[config.mk]
export PLATFORM = sky130hd
export DESIGN_NAME = rtc_alarm_irq
export DESIGN_NICKNAME = d
export VERILOG_FILES = /design/src/rtl/rtc_alarm_pkg.sv /design/src/rtl/alarm_cmp.sv /design/src/rtl/sqw_gen.sv /design/src/rtl/rtc_alarm_irq.sv
export SDC_FILE = /design/constraint.sdc
export NUM_CORES = 1
export LEC_CHECK = 0
export BUFFER_PORTS_ARGS = -buffer_cell sky130_fd_sc_hd__buf_2
export CAP_MARGIN = 0
export CORE_ASPECT_RATIO = 1.4
export CORE_UTILIZATION = 39
export DETAILED_ROUTE_END_ITERATION = 8
export PLACE_DENSITY = 0.9
export SLEW_MARGIN = 30
export SYNTH_ARGS = -nofsm -noshare
export SYNTH_HDL_FRONTEND = slang
export SYNTH_SLANG_ARGS = --single-unit
[constraint.sdc]
create_clock -name clk -period 2.75 [get_ports clk]
set_input_delay 0.4125 -clock clk [delete_from_list [all_inputs] [get_ports clk]]
set_output_delay 0.4125 -clock clk [all_outputs]
set_load 0.005 [all_outputs]
[src/rtl/rtc_alarm_pkg.sv]
package rtc_alarm_pkg;
   localparam int N_ALARM  = 2;
   localparam int ABYTE_W  = 8;
   localparam int ABYTES   = 4;
   localparam int CTL_W    = 5;
   localparam int CTL_EN0  = 0;
   localparam int CTL_ROUTE = 2;
   localparam int CTL_RATE = 3;
   localparam int MASK_BIT = 7;
   localparam int DSEL_BIT = 6;

   typedef struct packed {
      logic [6:0] sec;
      logic [6:0] min;
      logic [6:0] hour;
      logic [2:0] wday;
      logic [5:0] mday;
   } tod_t;

   typedef enum logic [1:0] {
      RATE_1HZ = 2'b00,
      RATE_4K  = 2'b01,
      RATE_8K  = 2'b10,
      RATE_32K = 2'b11
   } rate_e;
endpackage

[src/rtl/alarm_cmp.sv]
module alarm_cmp
   import rtc_alarm_pkg::*;
#(
   parameter bit HAS_SEC = 1'b1
) (
   input  tod_t               now,
   input  logic [ABYTE_W-1:0] a_sec,
   input  logic [ABYTE_W-1:0] a_min,
   input  logic [ABYTE_W-1:0] a_hour,
   input  logic [ABYTE_W-1:0] a_dd,
   output logic               hit
);
   logic sec_ok, min_ok, hour_ok, dd_ok, dd_eq;

   generate
      if (HAS_SEC) begin : g_sec
         assign sec_ok = a_sec[MASK_BIT] | (a_sec[6:0] == now.sec);
      end else begin : g_nosec
         logic unused_sec;
         assign unused_sec = ^a_sec;
         assign sec_ok = (now.sec == 7'd0);
      end
   endgenerate

   assign min_ok  = a_min[MASK_BIT]  | (a_min[6:0]  == now.min);
   assign hour_ok = a_hour[MASK_BIT] | (a_hour[6:0] == now.hour);
   assign dd_eq   = a_dd[DSEL_BIT] ? (a_dd[3:0] == {1'b0, now.wday})
                                   : (a_dd[5:0] == now.mday);
   assign dd_ok   = a_dd[MASK_BIT] | dd_eq;
   assign hit     = sec_ok & min_ok & hour_ok & dd_ok;
endmodule

[src/rtl/sqw_gen.sv]
module sqw_gen
   import rtc_alarm_pkg::*;
#(
   parameter int PRESC_W = 3
) (
   input  logic  clk,
   input  logic  rst_n,
   input  logic  ref_lvl,
   input  logic  ph_1hz,
   input  logic  align,
   input  rate_e rate,
   output logic  sqw
);
   localparam int TAP_4K = PRESC_W - 1;
   localparam int TAP_8K = PRESC_W - 2;

   logic               ref_q;
   logic [PRESC_W-1:0] div_q;

   always_ff @(posedge clk or negedge rst_n) begin
      if (!rst_n) begin
         ref_q <= 1'b0;
         div_q <= '0;
      end else begin
         ref_q <= ref_lvl;
         if (align)
            div_q <= '0;
         else if (ref_lvl && !ref_q)
            div_q <= div_q + 1'b1;
      end
   end

   always_comb begin
      unique case (rate)
         RATE_1HZ: sqw = ph_1hz;
         RATE_4K:  sqw = div_q[TAP_4K];
         RATE_8K:  sqw = div_q[TAP_8K];
         default:  sqw = ref_lvl;
      endcase
   end
endmodule

[src/rtl/rtc_alarm_irq.sv]
module rtc_alarm_irq
   import rtc_alarm_pkg::*;
#(
   parameter int              PRESC_W   = 3,
   parameter logic [CTL_W-1:0] RESET_CTL = 5'b11000
) (
   input  logic               clk,
   input  logic               rst_n,
   input  logic               upd_tick,
   input  logic               ref_clk_lvl,
   input  logic               ph_1hz,
   input  logic [6:0]         t_sec,
   input  logic [6:0]         t_min,
   input  logic [6:0]         t_hour,
   input  logic [2:0]         t_wday,
   input  logic [5:0]         t_mday,
   input  logic [7:0]         al1_sec,
   input  logic [7:0]         al1_min,
   input  logic [7:0]         al1_hour,
   input  logic [7:0]         al1_dd,
   input  logic [7:0]         al2_min,
   input  logic [7:0]         al2_hour,
   input  logic [7:0]         al2_dd,
   input  logic               ctl_we,
   input  logic [CTL_W-1:0]   ctl_wd,
   input  logic               st_we,
   input  logic [N_ALARM-1:0] st_wd,
   output logic [CTL_W-1:0]   ctl_q,
   output logic [N_ALARM-1:0] flag_q,
   output logic               irq_a_pull,
   output logic               irq_b_pull,
   output logic               sqw
);
   generate
      if (PRESC_W < 2) begin : g_bad_presc
         $error("PRESC_W must be at least 2");
      end
   endgenerate

   tod_t               now;
   logic [ABYTE_W-1:0] cfg [N_ALARM][ABYTES];
   logic [N_ALARM-1:0] hit, act, en;
   logic               route;

   assign now = '{sec: t_sec, min: t_min, hour: t_hour, wday: t_wday, mday: t_mday};
   assign cfg[0] = '{al1_sec, al1_min, al1_hour, al1_dd};
   assign cfg[1] = '{8'h80, al2_min, al2_hour, al2_dd};

   generate
      for (genvar g = 0; g < N_ALARM; g++) begin : g_alarm
         alarm_cmp #(.HAS_SEC(g == 0)) i_cmp (
            .now    (now),
            .a_sec  (cfg[g][0]),
            .a_min  (cfg[g][1]),
            .a_hour (cfg[g][2]),
            .a_dd   (cfg[g][3]),
            .hit    (hit[g])
         );

         always_ff @(posedge clk or negedge rst_n) begin
            if (!rst_n)
               flag_q[g] <= 1'b0;
            else
               flag_q[g] <= (flag_q[g] & ~(st_we & ~st_wd[g])) | (upd_tick & hit[g]);
         end
      end
   endgenerate

   always_ff @(posedge clk or negedge rst_n) begin
      if (!rst_n)
         ctl_q <= RESET_CTL;
      else if (ctl_we)
         ctl_q <= ctl_wd;
   end

   assign en    = ctl_q[CTL_EN0 +: N_ALARM];
   assign route = ctl_q[CTL_ROUTE];
   assign act   = flag_q & en;

   sqw_gen #(.PRESC_W(PRESC_W)) i_sqw (
      .clk     (clk),
      .rst_n   (rst_n),
      .ref_lvl (ref_clk_lvl),
      .ph_1hz  (ph_1hz),
      .align   (upd_tick),
      .rate    (rate_e'(ctl_q[CTL_RATE +: 2])),
      .sqw     (sqw)
   );

   assign irq_a_pull = act[0] | (~route & act[1]);
   assign irq_b_pull = route ? act[1] : ~sqw;
endmodule

==> flow_metrics.py <==
metrics = {
    "clock_network": {
        "cts.sinks": 11,
        "numCtsBuffers": 3,
        "cts_tree": "done",
        "clk_pin_slew_ns": 0.07,
        "clock_path_buffers": 2,
        "clock-root-buffer": "clkbuf_4",
        "htreeDepth": 1,
        "post_cts_buffers": 0,
        "cts_hold_buffers": 0,
        "clock_latency_ns": 0.27,
        "cts_resized": 0,
    },
    "flow_run": {
        "max-cap-violations": 0,
    },
    "status": {
        "status": "complete, no violations",
    },
    "yosys": {
        "syn_area_sq_um": 1100,
        "postSynthCellCount": 111,
        "syn_avg_cell_area_sq_um": 9.93,
        "yosysMostFrequentCell": "xor2_1",
        "synth_edf_count": 0,
        "ys_top_cells_by_area": "xor2_1 25%, dfrtp_1 20%, xnor2_1 19%",
        "ys_types": 27,
        "synth_top_area_frac": 0.246,
        "synth.net_count": 212,
        "ys_top_cells_by_count": "31 x xor2_1, 24 x xnor2_1, 9 x dfrtp_1",
        "ys_warn_count": 0,
        "seq_area_frac_synth": 0.252,
        "yosys.area.top_type": "xor2_1",
        "synthFlopType": "dfrtp_1",
        "async_flop_share": 1.00,
        "ys_seq_elements": 11,
    },
    "power": {
        "p_int_w": 0.000351,
        "powerDensity_nw_per_um2": 293,
        "p_comb_frac": 0.417,
        "switching_power_w": 0.000152,
        "switching_share": 0.303,
        "clkPwrFrac": 0.217,
        "vdd_drop_max_v": 0.000119,
        "sequentialPowerShare": 0.366,
        "leakagePower_nw": 0.852,
    },
    "routing": {
        "m1WireLength_um": 1050,
        "routed_wirelength_um": 3370,
        "drtPass1Iterations": 4,
        "wl_met3_um": 226,
        "viasPerCell": 5.01,
        "drc_errors": 0,
        "wl_per_cell_um": 13.0,
        "drt-initial-drc-count": 6,
        "dr_wl_met2_um": 2000,
        "vias": 1303,
        "ant_nets": 0,
        "highest_layer": "met4",
    },
    "global_routing": {
        "grt_pass1_wl_um": 5240,
        "grt_pass1_vias": 1361,
        "grtUsageTotal": 0.234,
        "grt_max_degree": 12,
        "antenna_found_initial": 0,
        "globalRoute.totalOverflow": 0,
    },
    "timing": {
        "post-route-period-util": 0.738,
        "rsz0062_at_grt": "false",
        "finalHoldViolCount": 0,
        "max_freq_mhz": 493,
        "skew_ns": 0.000200,
        "max_slew_margin": 0.709,
        "finalMaxSlewViolations": 0,
        "layout_min_cycle_time_ns": 2.03,
        "max_slew.worst_pin.slew_ns": 0.425,
        "tns_ns": 0,
        "finalSetupViolCount": 0,
    },
    "critical_path": {
        "critPathCaptureType": "output pin",
        "crit_arrival_ns": 1.62,
        "start_kind": "flop",
        "path_max_fanout": 3,
        "worstPathRequired_ns": 2.34,
        "worstSetupPathType": "flop to output pin",
    },
    "place": {
        "dpl.cell_count": 256,
        "port-buffer-count": 109,
        "dp_hpwl_um": 3130,
        "gp_congestion": 0.832,
    },
    "layout": {
        "drive_gt1_frac": 0.545,
        "fill_cells": 239,
        "area_growth_pct": 56.0,
        "finalNetCount": 326,
        "antenna_cells": 0,
        "fin_cells": 260,
    },
    "die": {
        "num_rows": 22,
        "start_util": 0.417,
        "die_area_sq_um": 3050,
        "fp.coreArea_sq_um": 2640,
        "die_y_um": 64.9,
        "io_pins": 110,
        "fp.dieW_um": 46.9,
    },
    "hold_path": {
        "hold_class": "primary input to asynchronous set/reset pin",
    },
}
==> worst max-delay path, cell delays in order, from the launching register on <==
cell and delay, ns:
dfstp_2 0.55, mux4_2 0.52, o21ai_0 0.15, buf_2 0.13
==> through the flow <==
step                      hold slack, ns  utilization  worst slack (ns)  instance area (sq um)  power (W)
final                            0.00152        0.651             0.721                   1720   0.000504
after global routing             0.00863        0.651             0.612                   1720   0.000539
after CTS                        0.00205        0.651             0.722                   1720   0.000508
after detailed placement           0.290        0.641             0.873                   1690   0.000399
after global placement             0.286        0.641             0.969                   1690   0.000391
after floorplan                    0.117            -              1.09                   1100   0.000275
==> worst paths after layout <==
kind | startpoint | endpoint | slack, ns | cells after the start
min reg2reg | ctl_q[0] | ctl_q[0] | 0.54 | 1
min in group clk | ref_clk_lvl | i_sqw.ref_q | 0.27 | 1
max | ctl_q[4] | irq_b_pull | 0.72 | 3
min | rst_n | flag_q[0] | 0.002 | 1
max in group asynchronous | rst_n | ctl_q[3] | 2.49 | 1
max reg2reg | i_sqw.ref_q | i_sqw.div_q[2] | 1.72 | 4
==> kinds of logic after synthesis <==
logic type / Yosys count / share of synthesized area
XOR/XNOR: 55 / 0.437
AND/OR/NAND/NOR: 22 / 0.121
AO/OA/AOI/OAI: 14 / 0.0942
flip-flops: 11 / 0.252
multiplexers: 7 / 0.0806
buffers and inverters: 1 / 0.00340
adder cells (fa/ha/maj): 1 / 0.0113
==> power groups by stage <==
stage          sequential, W  combinational, W  clock (W)
6_report            0.000184          0.000210   0.000109
4_1_cts             0.000184          0.000212   0.000112
5_1_grt             0.000186          0.000234   0.000119
3_3_place_gp        0.000187          0.000204          0
3_5_place_dp        0.000188          0.000211          0
2_1_floorplan       0.000187         0.0000876          0
==> layout by cell type, fill, tap and decap left out, drive strengths merged <==
cell type / Yosys / routed
o211ai: 1 / 1
o21ai: 4 / 4
xnor2: 24 / 24
nor2b: 1 / 1
a311oi: 1 / 1
mux4: 1 / 1
a31oi: 1 / 1
nand4: 2 / 2
dfrtp: 9 / 9
a21bo: 1 / 1
mux2: 5 / 5
nor2: 3 / 3
xor2: 31 / 31
nor3b: 2 / 2
a2111oi: 1 / 1
buf: 0 / 109
o31ai: 1 / 1
nand2: 3 / 3
clkbuf: 0 / 4
or4: 1 / 1
dfstp: 2 / 2
nor4: 8 / 8
mux2i: 1 / 1
nand3: 1 / 1
a41oi: 4 / 4
inv: 1 / 1
nor4b: 1 / 1
ha: 1 / 1
==> routing by layer <==
layer | track usage | vias up
met4 | 0.114 | 0
met2 | 0.490 | 76
met3 | 0.0390 | 10
met5 | 0 | -
met1 | 0.178 | 592
li1 | - | 625
==> sequential cells by signal, indices dropped and copies added, names as in the netlist <==
signal and flops:
i_sqw.div_q 3, ctl_q 5, flag_q 2, i_sqw.ref_q 1
==> final cells by class <==
type | instances | area (sq um) | share of cell area
well taps | 36 | 45.0 | 0.0262
clock buffers | 4 | 26.3 | 0.0153
flip-flops and latches | 11 | 278 | 0.162
repair buffers | 109 | 546 | 0.317
inverters | 1 | 3.75 | 0.00218
multi-input cells | 99 | 821 | 0.477
(Power assumes the default switching activity.)
